===== config.mk =====
export PLATFORM = sky130hd
export DESIGN_NAME = keystream_cipher_port
export DESIGN_NICKNAME = d
export VERILOG_FILES = /design/src/rtl/ksx_pkg.sv /design/src/rtl/ksx_state.sv /design/src/rtl/ksx_mix.sv /design/src/rtl/keystream_cipher_port.sv
export SDC_FILE = /design/constraint.sdc
export NUM_CORES = 1
export LEC_CHECK = 0
export ABC_AREA = 1
export BUFFER_PORTS_ARGS = -buffer_cell sky130_fd_sc_hd__buf_2
export CORE_ASPECT_RATIO = 1.1
export CORE_MARGIN = 2
export CORE_UTILIZATION = 60
export CTS_BUF_LIST = sky130_fd_sc_hd__clkbuf_2
export CTS_CLUSTER_DIAMETER = 100
export CTS_CLUSTER_SIZE = 24
export DETAILED_ROUTE_END_ITERATION = 16
export MAX_ROUTING_LAYER = met4
export PLACE_DENSITY = 0.94
export SYNTH_ARGS = -nofsm -noshare
export SYNTH_HDL_FRONTEND = slang
export SYNTH_HIERARCHICAL = 1
export SYNTH_SLANG_ARGS = --single-unit

===== constraint.sdc =====
create_clock -name clk -period 4.2 [get_ports clk]
set_input_delay 0.42 -clock clk [delete_from_list [all_inputs] [get_ports clk]]
set_output_delay 0.42 -clock clk [all_outputs]
set_load 0.05 [all_outputs]

===== src/rtl/ksx_pkg.sv =====
package ksx_pkg;

    // Action applied to the keystream register at a clock edge
    typedef enum logic [1:0] {
        LF_HOLD = 2'd0,
        LF_STEP = 2'd1,
        LF_LOAD = 2'd2
    } lf_op_e;

    // Seed loading wins over a data transfer
    function automatic lf_op_e pick_op(input logic load, input logic fire);
        if (load)      return LF_LOAD;
        else if (fire) return LF_STEP;
        else           return LF_HOLD;
    endfunction

endpackage


===== src/rtl/ksx_state.sv =====
module ksx_state
    import ksx_pkg::*;
#(
    parameter int                LFSR_W        = 64,
    parameter logic [LFSR_W-1:0] TAP_MASK      = 64'hD800_0000_0000_0000,
    parameter logic [LFSR_W-1:0] RESET_SEED    = 64'h1,
    parameter logic [LFSR_W-1:0] FALLBACK_SEED = 64'h1
) (
    input  logic              clk,
    input  logic              rst,
    input  lf_op_e            op,
    input  logic [LFSR_W-1:0] seed,
    output logic [LFSR_W-1:0] state_q
);

    logic              feedback;
    logic [LFSR_W-1:0] state_d;
    logic [LFSR_W-1:0] seed_safe;

    always_comb begin
        feedback  = ^(state_q & TAP_MASK);
        seed_safe = (seed == '0) ? FALLBACK_SEED : seed;
        unique case (op)
            LF_STEP: state_d = {state_q[LFSR_W-2:0], feedback};
            LF_LOAD: state_d = seed_safe;
            default: state_d = state_q;
        endcase
    end

    always_ff @(posedge clk) begin
        if (rst) state_q <= RESET_SEED;
        else     state_q <= state_d;
    end

    a_r3_hold_when_idle: assert property (@(posedge clk) disable iff (rst)
        op == LF_HOLD |=> $stable(state_q));

    a_r3_shift_on_step: assert property (@(posedge clk) disable iff (rst)
        op == LF_STEP |=> state_q[LFSR_W-1:1] == $past(state_q[LFSR_W-2:0]));

    a_r4_seed_taken: assert property (@(posedge clk) disable iff (rst)
        (op == LF_LOAD && seed != '0) |=> state_q == $past(seed));

    a_r5_zero_replaced: assert property (@(posedge clk) disable iff (rst)
        (op == LF_LOAD && seed == '0) |=> state_q == FALLBACK_SEED);

endmodule


===== src/rtl/ksx_mix.sv =====
module ksx_mix #(
    parameter int WORD_W = 16
) (
    input  logic              clk,
    input  logic              rst,
    input  logic              fire,
    input  logic [WORD_W-1:0] data,
    input  logic [WORD_W-1:0] key,
    output logic              out_valid,
    output logic [WORD_W-1:0] out_data
);

    typedef struct packed {
        logic              vld;
        logic [WORD_W-1:0] dat;
    } beat_t;

    beat_t beat_q;
    beat_t beat_d;

    always_comb begin
        beat_d.vld = fire;
        beat_d.dat = fire ? (data ^ key) : beat_q.dat;
    end

    always_ff @(posedge clk) begin
        if (rst) beat_q <= '0;
        else     beat_q <= beat_d;
    end

    assign out_valid = beat_q.vld;
    assign out_data  = beat_q.dat;

    a_r2_no_spurious_word: assert property (@(posedge clk) disable iff (rst)
        !fire |=> !out_valid);

endmodule


===== src/rtl/keystream_cipher_port.sv =====
module keystream_cipher_port
    import ksx_pkg::*;
#(
    parameter int                WORD_W        = 16,
    parameter int                LFSR_W        = 64,
    parameter logic [LFSR_W-1:0] TAP_MASK      = 64'hD800_0000_0000_0000,
    parameter logic [LFSR_W-1:0] RESET_SEED    = 64'h0000_0000_0000_0001,
    parameter logic [LFSR_W-1:0] FALLBACK_SEED = 64'hACE1_5EED_0BAD_F00D
) (
    input  logic              clk,
    input  logic              rst,
    input  logic              seed_load,
    input  logic [LFSR_W-1:0] seed_value,
    input  logic              in_valid,
    output logic              in_ready,
    input  logic [WORD_W-1:0] in_data,
    output logic              out_valid,
    output logic [WORD_W-1:0] out_data
);

    logic              fire;
    lf_op_e            op;
    logic [LFSR_W-1:0] state_q;
    logic [WORD_W-1:0] key;

    assign in_ready = !seed_load && !rst;
    assign fire     = in_valid && in_ready;
    assign op       = pick_op(seed_load, fire);
    assign key      = state_q[WORD_W-1:0];

    ksx_state #(
        .LFSR_W        (LFSR_W),
        .TAP_MASK      (TAP_MASK),
        .RESET_SEED    (RESET_SEED),
        .FALLBACK_SEED (FALLBACK_SEED)
    ) u_state (
        .clk     (clk),
        .rst     (rst),
        .op      (op),
        .seed    (seed_value),
        .state_q (state_q)
    );

    ksx_mix #(
        .WORD_W (WORD_W)
    ) u_mix (
        .clk       (clk),
        .rst       (rst),
        .fire      (fire),
        .data      (in_data),
        .key       (key),
        .out_valid (out_valid),
        .out_data  (out_data)
    );

    a_r2_word_follows_accept: assert property (@(posedge clk) disable iff (rst)
        fire |=> (out_valid && out_data == ($past(in_data) ^ $past(key))));

    a_r4_load_blocks_data: assert property (@(posedge clk) disable iff (rst)
        (seed_load && in_valid) |=> !out_valid);

    a_r5_never_zero: assert property (@(posedge clk) disable iff (rst)
        state_q != '0);

endmodule


=== After elaboration in Yosys (flattened, before gate mapping) ===
Index checks and enable logic that the tools add are counted.

* Reductions and logical operators: 7
* $lt $le $gt $ge: 0
* Equality and inequality tests: 2
* Divide/modulo/power cells: 0
* Add/subtract/negate cells: 0
* Bitwise operators: 1
* Shift operators: 0
* Muxes and demuxes: 4
* Multipliers: 0

{| class="wikitable"
|+ Operators by type and width
! cell !! count
|-
| $pmux W64 S2 || 1
|-
| $logic_not A64 Y1 || 1
|-
| $mux W64 || 1
|-
| $reduce_xor A64 Y1 || 1
|-
| $xor A16 B16 Y16 || 1
|-
| $eq A2 B1 Y1 const B || 1
|-
| $eq A2 B2 Y1 const B || 1
|-
| $logic_and A1 B1 Y1 || 2
|-
| $logic_not A1 Y1 || 2
|-
| $mux W2 || 1
|-
| $reduce_bool A2 Y1 || 1
|-
| $mux W1 || 1
|}

* Output and inout port bits: 18
* Memory bits (read-only): 0
* Flip-flop bits (word level): 81
* Memories: 0
* Memory bits (writable): 0
* Word-level logic and storage cells: 17
* Latch bits: 0

=== Longest topological paths before layout ===
Gate-level depths: netlist of run 1.

* Depth after elaboration: 7
* Gate-level depth with buffers: 12

=== Cells and area by module ===
The synthesis of run 1 kept the hierarchy.

{| class="wikitable"
|+ By module, submodules not included
! module !! sequential area each (µm²) !! cells an instance !! instances !! area an instance (µm²)
|-
| ksx_state || 1281.2 || 526 || 1 || 3528.4
|-
| ksx_mix || 340.3 || 169 || 1 || 965.9
|-
| keystream_cipher_port || 0.0 || 7 || 1 || 28.8
|}

=== Worst setup path before layout of run 1 ===
No wires, ideal clock.

* Path kind: input to register
* From: in rst
* To: reg u_state.state_q[10]
* Arrival: 1699 ps
* Slack: 2384 ps
* Path buffers: 3
* Stages: 12
* Setup time: 116 ps
* Cells stage by stage: inv_1 > nand2_2 > nor2_1 > inv_1 > ha_1 > buf_2 > inv_1 > buf_2 > buf_2 > nand3_1 > o211ai_1 > inv_1

* Word-level cells in the longest chain between the ends: 7

{| class="wikitable"
|+ RTL lines
! item !! line !! text
|-
| start, declared || keystream_cipher_port.sv:11 || <nowiki>input logic rst,</nowiki>
|-
| $logic_not A1 Y1 (*) || keystream_cipher_port.sv:26 || <nowiki>assign in_ready = !seed_load && !rst;</nowiki>
|-
| $logic_and A1 B1 Y1 (*) || keystream_cipher_port.sv:26 ||
|-
| $logic_and A1 B1 Y1 (*) || keystream_cipher_port.sv:27 || <nowiki>assign fire = in_valid && in_ready;</nowiki>
|-
| $mux W1 (*) || ksx_pkg.sv:13 || <nowiki>else if (fire) return LF_STEP;</nowiki>
|-
| $mux W2 (*) || ksx_pkg.sv:12 || <nowiki>if (load) return LF_LOAD;</nowiki>
|-
| named net op[0] || keystream_cipher_port.sv:22 || <nowiki>lf_op_e op;</nowiki>
|-
| $eq A2 B2 Y1 or $eq A2 B1 Y1 (tied branches) || ksx_state.sv:23 || <nowiki>unique case (op)</nowiki>
|-
| $pmux W64 S2 or $reduce_bool A2 Y1 (tied branches) || n/a ||
|-
| end signal, assigned || ksx_state.sv:32 || <nowiki>else state_q <= state_d;</nowiki>
|-
| end, declared || ksx_state.sv:13 || <nowiki>output logic [LFSR_W-1:0] state_q</nowiki>
|}

The timed path passes the listed nets; every way through them passes the cells marked *.
A chain may end at the register's enable or synchronous reset.

=== Worst setup path after layout of run 1 ===
* From: in rst
* To: reg u_state.state_q[26]

Same word-level chain as after synthesis.

==> metrics.txt, run 1 <==
synth warn 6; RSZ-0062 raised after global routing no; I/O pin total 102; initial antenna violation count 0; met1 WL 4530 um; Unique masters post-synth 21; critical path class in -> reg; Largest delay share family, worst path buffers and inverters; Worst Hold Depth 5; final period utilization 60.7%; FF-to-FF End u_state/state_q[0]; Final Wtd Congestion roughly 0.78; # hold bufs at CTS 0; WHS Endpoint u_mix/out_data[6]; Worst setup startpoint rst; Nets 861; CTS max path bufs 2; Lkg Pwr ~2.7 nW; CP max FO 50; Overflow after GRT 0; Worst setup SP type input pin; Core Footprint 7390 sq um; Total Routed Length 10400 um; Num CTS Buffers 9; Post-synth ARST share 0%; initial drt markers 327; drt pass-1 iters 5; post-CTS setup buffer count 0; Starting Density 61.2%; commonest register cell after synthesis dfxtp_1; Avg Inst Size Synth 6.44 sq um; R2R depth 6; Setup WS pre-CTS 1.15 ns; # diodes 0; area grow syn2layout 10.3%; Die W 86.8 um; Worst Hold Launch in_data[6]; Met2 Wirelength 4940 um; CP max-delay cell buf_4; root buffer cell clkbuf_2; FF+latch count, synth 81; # DRC 0; Reg-to-Reg Start u_state/state_q[59]; Arr. time, crit path 2.96 ns; uppermost layer routed met4; share of layout cells above drive strength 1 20.1%; Crit path largest cell delay 0.52 ns; largest net degree at the start of global routing 65; dpl cell area between 4000 and 5000 sq um; CTS H-Tree Depth 3; CP Capture Type register; CP bufs+invs 7; most frequent cells in the layout nand2_1, inv_1, buf_2, dfxtp_1, nor2_1; total clock sinks 81; CTS clk-pin slew, worst paths 0.23 ns; max-cap viol count 0; Worst Hold Class in -> reg; Period minus WS final 2.55 ns; # port buffers 101; Critical Path Most Common Cell inv_1; Mapped Nets 787; via count 4620; CP Data Required Time 4.61 ns; HPWL after DPL a little over 7000 um; per-cell routed wire length 12.0 um; Worst R2R Setup Slack roughly 3.1 ns; Finished Cell Area 4990 sq um; Slew Limit Headroom around a fifth; Final Slew Violations 0; post-cts gate resize count 0; Pwr Density 333 nW/um^2; TritonCTS clock tree built; Netlist Area Pre-Place 4520 sq um; final setup violation count 0; total track usage 26.7%; crit-path cells buf_2, inv_1, nand2_2, nor2_1, inv_1, ha_2, buf_4, inv_2, buf_4, nand3_1, o211ai_1, inv_1; Hold Fails Final Rpt 0; fmax 0.392 GHz; wire length on met3 slightly above 700 um; clk_skew 0.0170 ns; post-route setup slack 1.65 ns; run status finished, final reports clean; DRT antenna net count 0; post-synthesis sequential area ratio 35.9%; Die H around 95 um; Synth Instances 702; vias in the first global route around 4200; via/cell ratio 5.32; Max VDD drop 141 uV; die area slightly above 8000 sq um; setup TNS 0 ns; Slew @ Worst Pin 1.21 ns; first-pass GRT wire length around 18000 um; cell row count 33; commonest non-fill, non-tap cell in the layout nand2_1; Hold WS 0.202 ns; number of synthesized flops with an enable pin 0; worst skew pair latency 0.50 ns; final total power 1.66 mW
-- cell type report --
class / instances / area (sq um)
fillers: 623 / 2400
multi-input cells: 458 / 2160
flip-flops and latches: 81 / 1620
repair buffers: 105 / 536
inverters: 121 / 454
well taps: 87 / 109
clock inverters: 6 / 58.8
clock buffers: 10 / 50.0
-- synth_stat cells, types with 4 or more instances --
| cell type | number | share of area (%) |
|---|---|---|
| a21oi_2 | 29 | 5.6 |
| nand2_2 | 4 | 0.55 |
| nand3_1 | 47 | 5.2 |
| nor2_1 | 78 | 6.5 |
| o21ai_0 | 34 | 3.8 |
| dfxtp_1 | 81 | 36 |
| inv_1 | 119 | 9.9 |
| clkbuf_1 | 15 | 1.2 |
| o211ai_1 | 30 | 5.0 |
| buf_6 | 7 | 1.7 |
| buf_2 | 10 | 1.1 |
| nand2_1 | 194 | 16 |
| a21oi_1 | 39 | 4.3 |
-- tightest hold or removal path, stage by stage --
cell     delay [ns]
buf_2          0.09
nand2_1        0.05
nand3_1        0.07
nand2_1        0.04
inv_1          0.04
-- metal layers --
layer | up-vias | track usage (%)
li1 | 2316 | -
met1 | 2090 | 33.1
met2 | 195 | 43.2
met3 | 19 | 4.07
met4 | 0 | 11.5
met5 | - | -
-- flip-flops by register name, indices dropped and copies added, names as in the netlist --
signal,flops
u_state/state_q,64
u_mix/out_data,16
u_mix/out_valid,1
-- power breakdown --
group,internal [mW],switching [mW]
logic,0.135,0.239
clock network,0.136,0.270
registers,0.837,0.0435
total,1.11,0.553
-- cell families after synthesis --
logic type               synth area share [%]
adder cells (fa/ha/maj)                 0.277
AND/OR/NAND/NOR                          28.3
XOR/XNOR                                0.387
flip-flops                               35.9
AO/OA/AOI/OAI                            18.7
buffers and inverters                    16.5
-- stage by stage --
step,std cells,utilization [%]
after floorplan,702,-
after global placement,852,66.0
after detailed placement,852,66.0
after CTS,868,67.5
after global routing,868,67.5
final,868,67.5
-- how the worst max path moves through the flow --
stage          slack (ns)                   to  cells past startpoint
2_1_floorplan        2.38  u_state/state_q[10]                     12
3_3_place_gp         1.30  u_state/state_q[26]                     12
3_5_place_dp         1.15  u_state/state_q[26]                     12
4_1_cts              1.71  u_state/state_q[26]                     12
5_1_grt              1.44  u_state/state_q[26]                     12
6_report             1.65  u_state/state_q[26]                     12
Note: power is estimated with default switching activity, not from simulation.
==> inputs of run 2 (changes only) <==
- CORE_UTILIZATION: 60 -> 56
- PLACE_DENSITY: 0.94 -> 0.89
- clock period: 4.2 -> 2.54 ns (I/O delays scaled with it)
==> run 2 against run 1 <==
Utilization down 1.9 points. Total power up 67%. Hold slack worse by 0.18 ns. Sequential power up 66%. Design area up 3.5%. Critical path depth down 1. Setup slack worse by 0.83 ns. Non-clock buffer count up 13. Clock skew up 0.0029 ns. Via count down 1.3%. Sequential cell count unchanged. First-iteration DRC count down 4.9%. Critical endpoint is now u_state/state_q[12].
==> metrics.txt, run 2 (synthesis gave the netlist of run 1 again) <==
Sw Share 32.9% (-0.35 points); via/cell ratio 5.06 (-5.0%); HPWL after DPL 7140 um (+0.56%); Starting Density 57.5% (-3.7 points); vias in the first global route 4172 (-1.1%); most frequent cells in the layout nand2_1, inv_1, buf_2, dfxtp_1, nor2_1; Worst Hold Class in -> reg; Core Footprint 7870 sq um (+6.5%); Pwr Density 536 nW/um^2 (+61%); cell row count 34 (+3.0%); fin cells 902 (+3.9%); Num CTS Buffers 9 (unchanged); total track usage 25.0% (-1.7 points); worst skew pair latency 0.53 ns (+0.03 ns); Most flops, register u_state/state_q; share of layout cells above drive strength 1 20.7% (+0.55 points); area grow syn2layout 14.2%; CTS H-Tree Depth 3 (unchanged); # diodes 0 (unchanged); CP Data Required Time 3.01 ns (-1.60 ns); CTS clk-pin slew, worst paths 0.22 ns (about the same); Reg power frac 52.5% (-0.6 points); final period utilization between 60 and 70%; Overflow after GRT 0 (unchanged); Hold Fails Final Rpt 0 (unchanged); post-CTS setup buffer count 0 (unchanged); share of total power in the clock network 24.2% (-0.2 points); via count 4560 (-1.3%); Worst setup SP type input pin; # port buffers 101 (unchanged); Arr. time, crit path 2.19 ns (-0.77 ns); fmax 0.581 GHz; Final Wtd Congestion 0.827 (+6.4%); Total Routed Length 10300 um (-0.36%); Layout Utilization 65.6% (-1.9 points); Period minus WS final 1.72 ns; I/O pin total 102 (unchanged); RSZ-0062 raised after global routing no; Worst setup startpoint seed_value[19]; clk_skew 0.0199 ns (+0.00289 ns); total clock sinks 81 (unchanged); Max VDD drop 249 uV (+77%); Hold WS 0.0204 ns (-0.182 ns); initial drt markers 311 (-4.9%); CTS max path bufs 2 (unchanged); Worst Hold Launch in_data[3]; Lkg Pwr 2.78 nW (+2.7%); CP Capture Type register; root buffer cell clkbuf_2; critical path class in -> reg; Die W 89.7 um (+3.3%); Finished Cell Area 5170 sq um (+3.5%); # DRC 0 (unchanged); Slew @ Worst Pin 0.690 ns (-0.524 ns); # fillers 690 (+11%); per-cell routed wire length 11.5 um (-4.1%); final setup violation count 0 (unchanged); Reg-to-Reg Start u_state/state_q[59]; Slew Limit Headroom 53.9% (+35 points); TritonCTS clock tree built; drt pass-1 iters 5 (unchanged); DRT antenna net count 0 (unchanged); initial antenna violation count 0 (unchanged); combinational power share 23.2% (+0.7 points); Net Switching 912 uW (+65%); die area 8810 sq um (+6.8%); Largest register FFs 64 (unchanged); dpl cell area 5000 sq um (+2.4%); CP max FO 34 (-32%); Final Slew Violations 0 (unchanged); commonest non-fill, non-tap cell in the layout nand2_1; run status finished, final reports clean; largest net degree at the start of global routing 56 (-14%); Placed Cells incl. Taps 880 (+3.3%); first-pass GRT wire length 17400 um (-0.59%); setup TNS 0 ns (unchanged); Int Pwr 1.86 mW (+68%); Die H 98.3 um (+3.4%); Nets 874 (+1.5%); max-cap viol count 0 (unchanged)
[run 2: final cells by class]
class	instances	area [sq um]	area share, %
Timing Repair Buffer	118	686	13.3
Clock inverter	6	58.8	1.14
Sequential cell	81	1620	31.4
Multi-Input combinational cell	458	2160	41.8
Tap cell	108	135	2.62
Clock buffer	10	50.0	0.969
Inverter	121	454	8.79
[run 2: critical path, stage by stage]
cell and delay [ns]:
dlygate4sd3_1 0.52, buf_2 0.13, nor2_1 0.10, nand2_1 0.06, nor2_1 0.08, nand2_1 0.05
nor2_1 0.16, nand2_2 0.43, nand2_1 0.21, nand2_1 0.08, a21oi_2 0.12
[run 2: worst paths after layout]
check	depth (start not counted)	slack, ns	endpoint
worst max-delay path	11	0.82	u_state/state_q[12]
worst max register to register	6	1.53	u_state/state_q[0]
worst min-delay path	5	0.02	u_mix/out_data[3]
worst min register to register	2	0.51	u_state/state_q[29]
[run 2: what timing repair did]
action	4_1_cts	5_1_grt
hold buffers	4	2
setup endpoints to repair	0	0
gates resized for setup	0	0
hold endpoints to repair	4	2
[run 2: power groups by stage]
stage	clock, mW	sequential [mW]	combinational [mW]
3_5_place_dp	0	1.48	0.632
3_3_place_gp	0	1.47	0.609
6_report	0.670	1.46	0.644
5_1_grt	0.736	1.47	0.725
4_1_cts	0.682	1.45	0.639
2_1_floorplan	0	1.51	0.421
[run 2: metal layers]
metal / vias to the layer above / GRT usage, % / wire (um)
met3: 14 / 5.16 / 664
met1: 2038 / 29.4 / 4510
met2: 157 / 41.8 / 5060
met4: 0 / 8.27 / 111
met5: - / - / 0
li1: 2351 / - / -
[run 2: per-stage QoR]
stage	power, mW	worst slack [ns]
floorplan	1.93	0.890
global placement	2.08	0.701
detailed placement	2.11	0.638
CTS	2.78	1.08
global route	2.93	0.650
finish	2.77	0.820
==> inputs of run 3 (changes only) <==
- clock period: 2.54 -> 1.8 ns (I/O delays scaled with it)
==> run 3 against run 2 <==
Highest routed layer unchanged. Critical endpoint is now u_state/state_q[46]. Design area rose by 15%. Sequential power increased by 41%. Clock-buffer cell count is 1 lower.
==> metrics.txt, run 3 (synthesis gave the netlist of run 1 again) <==
Slew Limit Headroom 75.0% (+21 points); met3 GRT Util 6.09% (+0.93 points); Die W 89.7 um (unchanged); Worst Hold Launch seed_value[57]; fmax 0.645 GHz; per-cell routed wire length 12.5 um (+9.3%); Arr. time, crit path 2.03 ns (-0.16 ns); cell row count 34 (unchanged); total clock sinks 81 (unchanged); Most flops, register u_state/state_q; total track usage 29.7% (+4.7 points); Slew @ Worst Pin 0.375 ns (-0.314 ns); Period minus WS final 1.55 ns; Worst Hold Class in -> reg; HPWL after DPL 7240 um (+1.4%); RSZ-0062 raised after global routing no; Largest register FFs 64 (unchanged); most frequent cells in the layout nand2_1, inv_1, buf_2, dfxtp_1, dlygate4sd3_1; post-CTS setup buffer count 0 (unchanged); Nets 950 (+8.7%); initial drt markers 273 (-12%); CP max FO 19 (-44%); share of layout cells above drive strength 1 19.3% (-1.3 points); Hold Fails Final Rpt 0 (unchanged); Overflow after GRT 0 (unchanged); # port buffers 101 (unchanged); root buffer cell clkbuf_2; first-pass GRT wire length 20300 um (+17%); final period utilization 86.2%; final setup violation count 0 (unchanged); Hold WS 0.0653 ns (+0.0449 ns); vias in the first global route 4813 (+15%); initial antenna violation count 2 (+2); Worst R2R Setup Slack 0.77 ns (-0.76 ns); DRT antenna net count 0 (unchanged); via count 4987 (+9.4%); Core Footprint 7870 sq um (unchanged); CP Data Required Time 2.28 ns (-0.73 ns); CP Capture Type register; worst skew pair latency 0.53 ns (about the same); Lkg Pwr 3.10 nW (+11%); Die H 98.3 um (unchanged); # hold bufs at CTS 79 (+75); Final Slew Violations 0 (unchanged); I/O pin total 102 (unchanged); post-cts gate resize count 0 (unchanged); GRT met1 Usage 33.1% (+3.7 points); # fillers 568 (-18%); Finished Cell Area 5940 sq um (+15%); # DRC 0 (unchanged); setup TNS 0 ns (unchanged); die area 8810 sq um (unchanged); WHS Endpoint u_state/state_q[57]; Reg-to-Reg Start u_state/state_q[59]; TritonCTS clock tree built; area grow syn2layout 31.4%; via/cell ratio 5.08 (+0.56%); critical path class in -> reg; drt pass-1 iters 5 (unchanged); Final Wtd Congestion 0.839 (+1.4%); Pwr Density 695 nW/um^2 (+30%); clk_skew 0.0150 ns (-0.00489 ns); Starting Density 57.5% (unchanged); max-cap viol count 0 (unchanged); largest net degree at the start of global routing 61 (+8.9%); Max VDD drop 477 uV (+92%); dpl cell area 5020 sq um (+0.45%); CTS max path bufs 2 (unchanged); Num CTS Buffers 9 (unchanged); Worst setup SP type input pin; CTS H-Tree Depth 3 (unchanged); run status finished, final reports clean; FF-to-FF End u_state/state_q[0]; CTS clk-pin slew, worst paths 0.23 ns (about the same); Worst Hold Depth 5 (unchanged); global routing usage on met2 48.8% (+7.0 points); R2R depth 6 (unchanged); commonest non-fill, non-tap cell in the layout nand2_1; GRT busiest layer met2; Total Routed Length 12300 um (+19%)
==> run 3: power by group <==
part / leakage (nW) / switching (mW) / total, mW / internal (mW)
logic: 2.37 / 0.597 / 1.05 / 0.456
registers: 0.670 / 0.103 / 2.06 / 1.95
clock network: 0.0652 / 0.687 / 1.02 / 0.331
==> run 3: metal layers <==
| metal | vias up | wire length (um) |
|---|---|---|
| li1 | 2499 | - |
| met1 | 2238 | 4820 |
| met2 | 208 | 6210 |
| met3 | 42 | 723 |
| met4 | 0 | 536 |
| met5 | - | 0 |
==> run 3: metrics by stage <==
stage / instances / total power, mW / setup slack (ns) / util [%]
final: 981 / 4.13 / 0.249 / 75.5
after global routing: 981 / 4.37 / 0.258 / 75.5
after CTS: 978 / 4.12 / 0.380 / 75.4
after detailed placement: 883 / 2.98 / 0.208 / 63.8
after global placement: 883 / 2.94 / 0.296 / 63.8
after floorplan: 702 / 2.72 / 0.224 / -
==> run 3: layout make-up <==
type                            count  area [sq um]  area share [%]
Multi-Input combinational cell    458          2160            36.4
Clock inverter                      7          78.8            1.33
Tap cell                          108           135            2.27
Sequential cell                    81          1620            27.3
Inverter                          121           454            7.64
Antenna cell                        3          7.51           0.126
Timing Repair Buffer              194          1440            24.2
Clock buffer                        9          45.0           0.758
==> run 3: worst max path at each step <==
stage / startpoint / to / slack [ns] / depth (start not counted)
floorplan: rst / u_state/state_q[10] / 0.22 / 12
global placement: rst / u_state/state_q[30] / 0.30 / 11
detailed placement: rst / u_state/state_q[40] / 0.21 / 11
CTS: seed_value[4] / u_state/state_q[63] / 0.38 / 12
global route: seed_value[63] / u_state/state_q[48] / 0.26 / 12
finish: seed_value[63] / u_state/state_q[46] / 0.25 / 12
==> run 3: critical path: stages <==
cell and delay, ns:
dlygate4sd3_1 0.54, buf_2 0.14, nor2_1 0.14, nand2_1 0.08, nor2_1 0.16, nand2_1 0.08, nor2_1 0.13, nand2_2 0.08
buf_4 0.22, nand2_1 0.08, nand2_1 0.06, a21oi_2 0.13
